==> config.mk <==
export PLATFORM = sky130hd
export DESIGN_NAME = rgb_capture_writer
export DESIGN_NICKNAME = d
export VERILOG_FILES = /design/src/rtl/rgbcw_pkg.sv /design/src/rtl/rgbcw_sync_edge.sv /design/src/rtl/rgbcw_beat_asm.sv /design/src/rtl/rgbcw_addr_gen.sv /design/src/rtl/rgb_capture_writer.sv
export SDC_FILE = /design/constraint.sdc
export NUM_CORES = 1
export LEC_CHECK = 0
export ABC_CLOCK_PERIOD_IN_PS = 5450
export CAP_MARGIN = 5
export CORE_MARGIN = 3
export CORE_UTILIZATION = 50
export CTS_CLUSTER_DIAMETER = 200
export DETAILED_ROUTE_END_ITERATION = 6
export PLACE_DENSITY_LB_ADDON = 0.12
export SLEW_MARGIN = 0
export SYNTH_ARGS = -nofsm -noshare
export SYNTH_HDL_FRONTEND = slang
export SYNTH_HIERARCHICAL = 1
export SYNTH_SLANG_ARGS = --single-unit
==> constraint.sdc <==
create_clock -name clk -period 5.45 [get_ports clk]
set_input_delay 1.09 -clock clk [delete_from_list [all_inputs] [get_ports clk]]
set_output_delay 1.09 -clock clk [all_outputs]
set_load 0.01 [all_outputs]
==> src/rtl/rgbcw_pkg.sv <==
package rgbcw_pkg;
   localparam int PIX_W  = 18;
   localparam int BEAT_W = 6;
   localparam int BEATS_NARROW = PIX_W / BEAT_W;

   typedef logic [PIX_W-1:0]  pixel_t;
   typedef logic [BEAT_W-1:0] beat_t;
endpackage

==> src/rtl/rgbcw_sync_edge.sv <==
module rgbcw_sync_edge (
   input  logic clk,
   input  logic rst_n,
   input  logic sync_n,
   output logic fall
);
   logic prev_q;

   always_ff @(posedge clk or negedge rst_n) begin
      if (!rst_n) prev_q <= 1'b1;
      else        prev_q <= sync_n;
   end

   assign fall = prev_q & ~sync_n;
endmodule

==> src/rtl/rgbcw_beat_asm.sv <==
module rgbcw_beat_asm
   import rgbcw_pkg::*;
#(
   parameter bit NARROW = 1'b1
) (
   input  logic   clk,
   input  logic   rst_n,
   input  logic   clear,
   input  logic   take,
   input  pixel_t din,
   output logic   done,
   output pixel_t pixel
);
   generate
      if (NARROW) begin : g_narrow
         localparam int LAST_PH = BEATS_NARROW - 1;
         logic [1:0] phase_q;
         logic [PIX_W-BEAT_W-1:0] hold_q;
         logic unused_hi;

         assign unused_hi = ^din[PIX_W-1:BEAT_W];

         always_ff @(posedge clk or negedge rst_n) begin
            if (!rst_n) begin
               phase_q <= '0;
               hold_q  <= '0;
            end else if (clear) begin
               phase_q <= '0;
            end else if (take) begin
               if (phase_q == 2'(LAST_PH)) phase_q <= '0;
               else                        phase_q <= phase_q + 2'd1;
               if (phase_q == 2'd0) hold_q[PIX_W-BEAT_W-1:BEAT_W] <= din[BEAT_W-1:0];
               if (phase_q == 2'd1) hold_q[BEAT_W-1:0]            <= din[BEAT_W-1:0];
            end
         end

         assign done  = take & ~clear & (phase_q == 2'(LAST_PH));
         assign pixel = {hold_q, din[BEAT_W-1:0]};


         phase_clear_chk: assert property (@(posedge clk) disable iff (!rst_n)
            clear |=> (phase_q == 2'd0));

         phase_range_chk: assert property (@(posedge clk) disable iff (!rst_n)
            phase_q <= 2'(LAST_PH));

         phase_wrap_chk: assert property (@(posedge clk) disable iff (!rst_n)
            done |=> (phase_q == 2'd0));
      end else begin : g_wide
         logic unused_clk;
         assign unused_clk = clk ^ rst_n ^ clear;
         assign done  = take;
         assign pixel = din;
      end
   endgenerate
endmodule

==> src/rtl/rgbcw_addr_gen.sv <==
module rgbcw_addr_gen #(
   parameter int ADDR_W       = 17,
   parameter int LAST_ADDR    = 76799,
   parameter int FRAME_PIXELS = 76800
) (
   input  logic              clk,
   input  logic              rst_n,
   input  logic              reload,
   input  logic [ADDR_W-1:0] start_addr,
   input  logic              step,
   output logic [ADDR_W-1:0] addr,
   output logic              porch
);
   localparam int CNT_W = (FRAME_PIXELS > 1) ? $clog2(FRAME_PIXELS) : 1;
   localparam logic [ADDR_W-1:0] LAST_A = ADDR_W'(LAST_ADDR);
   localparam logic [CNT_W-1:0]  LAST_C = CNT_W'(FRAME_PIXELS - 1);

   generate
      if (LAST_ADDR < 0 || LAST_ADDR >= (64'd1 << ADDR_W)) begin : g_bad_last
         $error("LAST_ADDR does not fit in ADDR_W bits");
      end
      if (FRAME_PIXELS < 1) begin : g_bad_frame
         $error("FRAME_PIXELS must be at least one");
      end
   endgenerate

   logic [CNT_W-1:0] cnt_q;

   always_ff @(posedge clk or negedge rst_n) begin
      if (!rst_n) begin
         addr  <= '0;
         cnt_q <= '0;
         porch <= 1'b1;
      end else if (reload) begin
         addr  <= start_addr;
         cnt_q <= '0;
         porch <= 1'b0;
      end else if (step && !porch) begin
         addr <= (addr == LAST_A) ? '0 : addr + 1'b1;
         if (cnt_q == LAST_C) begin
            cnt_q <= '0;
            porch <= 1'b1;
         end else begin
            cnt_q <= cnt_q + 1'b1;
         end
      end
   end


   reload_addr_chk: assert property (@(posedge clk) disable iff (!rst_n)
      reload |=> (addr == $past(start_addr)) && !porch);

   porch_hold_chk: assert property (@(posedge clk) disable iff (!rst_n)
      (porch && !reload) |=> porch && $stable(addr));

   addr_wrap_chk: assert property (@(posedge clk) disable iff (!rst_n)
      (step && !porch && !reload && addr == LAST_A) |=> (addr == '0));
endmodule

==> src/rtl/rgb_capture_writer.sv <==
module rgb_capture_writer
   import rgbcw_pkg::*;
#(
   parameter int ADDR_W       = 17,
   parameter int LAST_ADDR    = 76799,
   parameter int FRAME_PIXELS = 76800,
   parameter bit NARROW       = 1'b1
) (
   input  logic              clk,
   input  logic              rst_n,
   input  logic              vsync_n,
   input  logic              hsync_n,
   input  logic              enable,
   input  logic [17:0]       pix_bus,
   input  logic [ADDR_W-1:0] start_addr,
   output logic              wr_en,
   output logic [ADDR_W-1:0] wr_addr,
   output logic [17:0]       wr_data
);
   generate
      if (ADDR_W < 1 || ADDR_W > 32) begin : g_bad_aw
         $error("ADDR_W out of range");
      end
   endgenerate

   logic              vfall;
   logic              porch;
   logic              clear;
   logic              take;
   logic              done;
   pixel_t            pixel;
   logic [ADDR_W-1:0] addr;

   rgbcw_sync_edge u_vedge (
      .clk    (clk),
      .rst_n  (rst_n),
      .sync_n (vsync_n),
      .fall   (vfall)
   );

   assign clear = vfall | ~hsync_n | ~enable;
   assign take  = enable & hsync_n & ~vfall & ~porch;

   rgbcw_beat_asm #(.NARROW(NARROW)) u_beats (
      .clk   (clk),
      .rst_n (rst_n),
      .clear (clear),
      .take  (take),
      .din   (pix_bus),
      .done  (done),
      .pixel (pixel)
   );

   rgbcw_addr_gen #(
      .ADDR_W       (ADDR_W),
      .LAST_ADDR    (LAST_ADDR),
      .FRAME_PIXELS (FRAME_PIXELS)
   ) u_addr (
      .clk        (clk),
      .rst_n      (rst_n),
      .reload     (vfall),
      .start_addr (start_addr),
      .step       (done),
      .addr       (addr),
      .porch      (porch)
   );

   always_ff @(posedge clk or negedge rst_n) begin
      if (!rst_n) begin
         wr_en   <= 1'b0;
         wr_addr <= '0;
         wr_data <= '0;
      end else begin
         wr_en <= done;
         if (done) begin
            wr_addr <= addr;
            wr_data <= pixel;
         end
      end
   end


   write_from_enabled_chk: assert property (@(posedge clk) disable iff (!rst_n)
      wr_en |-> $past(enable) && $past(hsync_n));

   write_outside_porch_chk: assert property (@(posedge clk) disable iff (!rst_n)
      wr_en |-> !$past(porch));

   generate
      if (NARROW) begin : g_narrow_chk

         no_adjacent_write_chk: assert property (@(posedge clk) disable iff (!rst_n)
            wr_en |=> !wr_en);
      end
   endgenerate
endmodule

---- Word-level counts from Yosys, hierarchy flattened ----
Index checks and enable logic that the tools add are counted.
operators by class
  add/sub/neg operators ................... 3
  equality and inequality tests ........... 4
  mux-type cells .......................... 12
  bitwise gates (word level) .............. 14
  reduce and logical (&&, ||, !) cells .... 9
operators by type and width
  kind                                            count
  two-way mux 17 bit                              6
  adder 17 x 1 -> 17 bit (second input constant)  2
  == test 17 bit (second input constant)          2
  bitwise AND 1 bit                               6
  two-way mux 2 bit                               3
  inverter 1 bit                                  6
  AND reduction 3 bit                             2
  nonzero test 2 bit                              3
  two-way mux 1 bit                               3
  adder 2 x 1 -> 2 bit (second input constant)    1
  == test 2 x 1 -> 1 bit (second input constant)  1
  == test 2 bit (second input constant)           1
  logical NOT 2 bit                               1
  OR 1 bit                                        2
  AND reduction 2 bit                             1
  logical AND 1 bit                               1
  logical NOT 1 bit                               1
storage, ports and cells
  flip-flop bits (word level) ............. 86
  input port bits ......................... 40
  output and inout port bits .............. 36
  logic and storage cells ................. 52

---- Longest topological paths before layout ----
  depth after elaboration ................. 10
  gate-level depth with buffers ........... 9
  gate-level depth less buffers ........... 8

---- Hierarchy ----
The synthesis kept the hierarchy.
by module, submodules not included
  module              instances  cells an instance  area each (um^2)  seq. area each (um^2)
  rgbcw_addr_gen      1          225                2025.7            877.1
  rgb_capture_writer  1          77                 1496.4            900.9
  rgbcw_beat_asm      1          42                 630.6             350.3
  rgbcw_sync_edge     1          2                  40.0              26.3

---- Least setup slack after synthesis ----
No wires, ideal clock.
  kind .................................... input to register
  start ................................... input vsync_n
  end ..................................... register u_addr.cnt_q[13]
  setup time .............................. 67 ps
  arrival ................................. 3071 ps
  setup slack ............................. 2312 ps
  stages on the path ...................... 9
  path buffers ............................ 1
  cell sequence ........................... nor2b_4 -> nor4bb_1 -> and4bb_2 -> nand2b_1 -> clkbuf_1 -> nor2_1 -> a21boi_0 -> and3_1 -> a221o_1
between the ends
  cells in the longest elaborated chain, start to end .. 9
RTL lines
  item                             RTL line                  text
  from (decl)                      rgb_capture_writer.sv:11  input logic vsync_n,
  inverter 1 bit                   rgbcw_sync_edge.sv:14     assign fall = prev_q & ~sync_n;
  bitwise AND 1 bit                rgbcw_sync_edge.sv:14
  inverter 1 bit                   rgb_capture_writer.sv:42  assign take = enable & hsync_n & ~vfall & ~porch;
  bitwise AND 1 bit (2 in series)  rgb_capture_writer.sv:42
  net take                         rgb_capture_writer.sv:29  logic take;
  bitwise AND 1 bit (2 in series)  rgbcw_beat_asm.sv:37      assign done = take & ~clear & (phase_q == 2'(LAST_PH));
  net done                         rgb_capture_writer.sv:30  logic done;
  logical AND 1 bit                rgbcw_addr_gen.sv:38      end else if (step && !porch) begin
  nonzero test 2 bit (no line)     -
  to (signal assigned)             rgbcw_addr_gen.sv:44      cnt_q <= cnt_q + 1'b1;
  to (decl)                        rgbcw_addr_gen.sv:27      logic [CNT_W-1:0] cnt_q;
The timed path passes the listed nets, and every way through them passes these cells.
A chain may end at the register's enable or synchronous reset.

---- Worst setup path after layout ----
  start ................................... input vsync_n
  end ..................................... register u_addr.cnt_q[13]
between the ends
  cells in the longest elaborated chain, start to end .. 9
RTL lines
  item                             RTL line                  text
  inverter 1 bit                   rgbcw_sync_edge.sv:14
  bitwise AND 1 bit                rgbcw_sync_edge.sv:14
  net vfall                        rgb_capture_writer.sv:26  logic vfall;
  inverter 1 bit                   rgb_capture_writer.sv:42
  bitwise AND 1 bit (2 in series)  rgb_capture_writer.sv:42
  net take                         rgb_capture_writer.sv:29
  bitwise AND 1 bit (2 in series)  rgbcw_beat_asm.sv:37
  net done                         rgb_capture_writer.sv:30
  logical AND 1 bit                rgbcw_addr_gen.sv:38
  nonzero test 2 bit (no line)     -
The timed path passes the listed nets, and every way through them passes these cells.

==> metrics <==
top cells by area, synth=dfrtp_1 (50%), mux2_4 (11%), mux2_2 (5.4%); Max-Cap Viols=0; number of CTS-inserted buffers=9; slew at the pin with the worst max-slew slack=1.05 ns; I/O Buffers=63; outcome=finished, final reports clean; Rows=32; reg2reg setup slack=2.18 ns; Tmin final=4.10 ns; CP cell instances=clkdlybuf4s50_1 -> nor2b_4 -> nor4bb_1 -> and4bb_2 -> nand2b_1 -> nor2_1 -> a21boi_0 -> and3_1 -> a221o_1; Critical Path Start Type=primary input; switching share of total power=25.3%; Initial Utilization=52.9%; final RePlAce weighted congestion=0.838; placed cell count=494; clock-pin slew on the worst setup and hold paths=0.10 ns; Synth Instances=346; sequential power share=54.8%; Synth area leader=dfrtp_1; CP max-delay cell=nor4bb_1; CP Data Arrival Time=4.40 ns; largest net degree at the start of global routing=87; antenna violations before repair=0; post-cts sizing count=0; EDFF count, synth=0; chip width=97.6 um; Avg WL per Cell=16.1 um; clk sink count=86; Synth Flop Type=dfrtp_1; RSZ-0062 raised after global routing=false; worst-path maximum fanout=33; Clock power frac=37.3%; postcts setup bufs=0; Post-DP HPWL=5480 um; top-count cell post-synth=dfrtp_1; post-route antenna net violation count=0; vias per inst=5.58; final hold slack=0.503 ns; number of synthesized register bits=86; GRT Overall Usage=17.8%; max_slew headroom=29.7%; Async S/R FF share, synth=100%; 1st-pass router iterations=4; CTS tree=yes; pwr dens=252 mW/mm^2; worst reg2reg startpoint=u_vedge/prev_q$_DFF_PN1_; Vias=2845; Worst Setup SP=vsync_n; cell area after synthesis=0.00419 mm^2; Crit path largest cell delay=0.73 ns; layout net count=445; Post-CTS Hold Buffers=0; top cells by count, synth=dfrtp_1 (84), nand2_1 (31), mux2_4 (30); drt drc=0; Max Fclk=244 MHz; worst hold path type=flop to flop; Worst-Skew Late Latency=0.36 ns; H-Tree Depth=3; Worst Setup EP=u_addr/cnt_q[13]$_DFFE_PN0P_; combinational share of power=7.8%; Yosys cell types=56; Tcrit/Tclk final=75.2%; Initial DRC Count=176; CTS Root Cell=clkbuf_8; non-filler instance count after layout=510; Pins Over Slew Limit=0; Post-Syn Nets=388; first-pass GRT wire length=13700 um; Die Y=97.6 um; # diodes=0; sequential share of the synthesized area=51.4%; Worst Skew=0.0138 ns; Pleak=0.00217 uW; Max IR drop VDD=0.215 mV; Worst R2R Path Depth=8; NetSw=321 uW; total core area=0.00793 mm^2; layout cell share with drive strength beyond 1=20.3%; remaining global-route overflow=0; total wire length=8220 um; share of the synthesized area in the top cell type=50.1%; CTS Buffer Depth=2; Worst Path Required=5.75 ns; internal power=947 uW; vias in the first global route=2718; fill count=665; type of the worst setup path=primary input to flop; total negative slack=0 ns; count of final hold-check violations=0; Die ar.=0.00952 mm^2; RR Endpoint=u_addr/cnt_q[13]$_DFFE_PN0P_; syn avg cell area=12.1 um^2; # setup viols final=0; Top Ports=76; Synth warnings=6; Area Overhead vs Synth=19.8%; CP Capture Type=flop
[cells in the final DEF, fill, tap and decap left out, types with 3 or more instances in the layout]
cell / n
a21oi_1: 6
a31oi_1: 5
and3_1: 3
and4_1: 4
buf_4: 4
clkbuf_8: 10
clkdlybuf4s50_1: 62
dfrtp_1: 84
mux2_2: 20
mux2_4: 30
nand2_1: 31
nand3_1: 12
nand4_1: 10
nor2_1: 29
nor3_1: 6
nor4_1: 4
o211ai_1: 3
o21ai_0: 17
xnor2_1: 6
xor2_1: 11
[flip-flops by register name, summed over array words and instances, names as in the netlist]
register / cells
u_addr/porch: 1
wr_addr: 17
u_vedge/prev_q: 1
u_beats/g_narrow.hold_q: 12
u_addr/addr: 17
wr_data: 18
u_addr/cnt_q: 17
wr_en: 1
u_beats/g_narrow.phase_q: 2
[worst min-delay path by stage]
stage	slack, ns	start	end	cells past startpoint
after global placement	0.48	u_beats/g_narrow.hold_q[11]$_DFFE_PN0P_	wr_data[17]$_DFFE_PN0P_	1
after global routing	0.52	u_beats/g_narrow.hold_q[3]$_DFFE_PN0P_	wr_data[9]$_DFFE_PN0P_	1
final	0.50	u_beats/g_narrow.hold_q[3]$_DFFE_PN0P_	wr_data[9]$_DFFE_PN0P_	1
after floorplan	0.47	u_beats/g_narrow.hold_q[11]$_DFFE_PN0P_	u_beats/g_narrow.hold_q[11]$_DFFE_PN0P_	1
after CTS	0.51	u_beats/g_narrow.hold_q[9]$_DFFE_PN0P_	wr_data[15]$_DFFE_PN0P_	1
after detailed placement	0.49	u_beats/g_narrow.hold_q[10]$_DFFE_PN0P_	wr_data[16]$_DFFE_PN0P_	1
[layer usage]
metal / wire length, um / track usage (%) / up-vias
met5: 0 / 0 / -
met4: 118 / 5.75 / 0
met3: 480 / 4.52 / 13
met2: 3730 / 26.3 / 104
met1: 3900 / 25.5 / 1370
li1: - / - / 1358
[critical path: cells and delay by family]
family          cells  cell delay, ns
simple gates        6            2.16
buf+inv             1            0.52
compound gates      2            0.61
[power by group through the flow]
stage	Sequential, uW	Combinational, uW	Clock [uW]
4_1_cts	695	101	488
5_1_grt	700	110	509
3_5_place_dp	708	100	0
6_report	695	99.4	473
2_1_floorplan	698	60.0	0
3_3_place_gp	706	98.1	0
[stage by stage]
step           setup slack, ns  util, %  area (um^2)  power, uW
6_report                  1.35     63.4         5020       1270
4_1_cts                   1.40     63.4         5020       1280
5_1_grt                   1.02     63.4         5020       1320
3_5_place_dp             0.987     60.6         4810        808
2_1_floorplan             2.31        -         4190        758
3_3_place_gp              1.12     60.6         4810        804
[area by class of cell]
cell class | count | area (um^2) | share of cell area, %
sequential | 86 | 2150 | 42.9
inverter | 2 | 7.51 | 0.149
timing repair buffer | 66 | 651 | 12.9
clock buffer | 10 | 138 | 2.74
multi-input combinational | 238 | 1870 | 37.2
clock inverter | 6 | 80.1 | 1.59
tap | 102 | 128 | 2.54
[kinds of logic after synthesis]
logic type,share of synthesized area (%)
AND/OR/NAND/NOR,16.9
flip-flops,51.4
multiplexers,16.4
AO/OA/AOI/OAI,7.10
buffers and inverters,4.09
XOR/XNOR,3.55
adder cells (fa/ha/maj),0.597
Power figures use the tool's default switching activity.
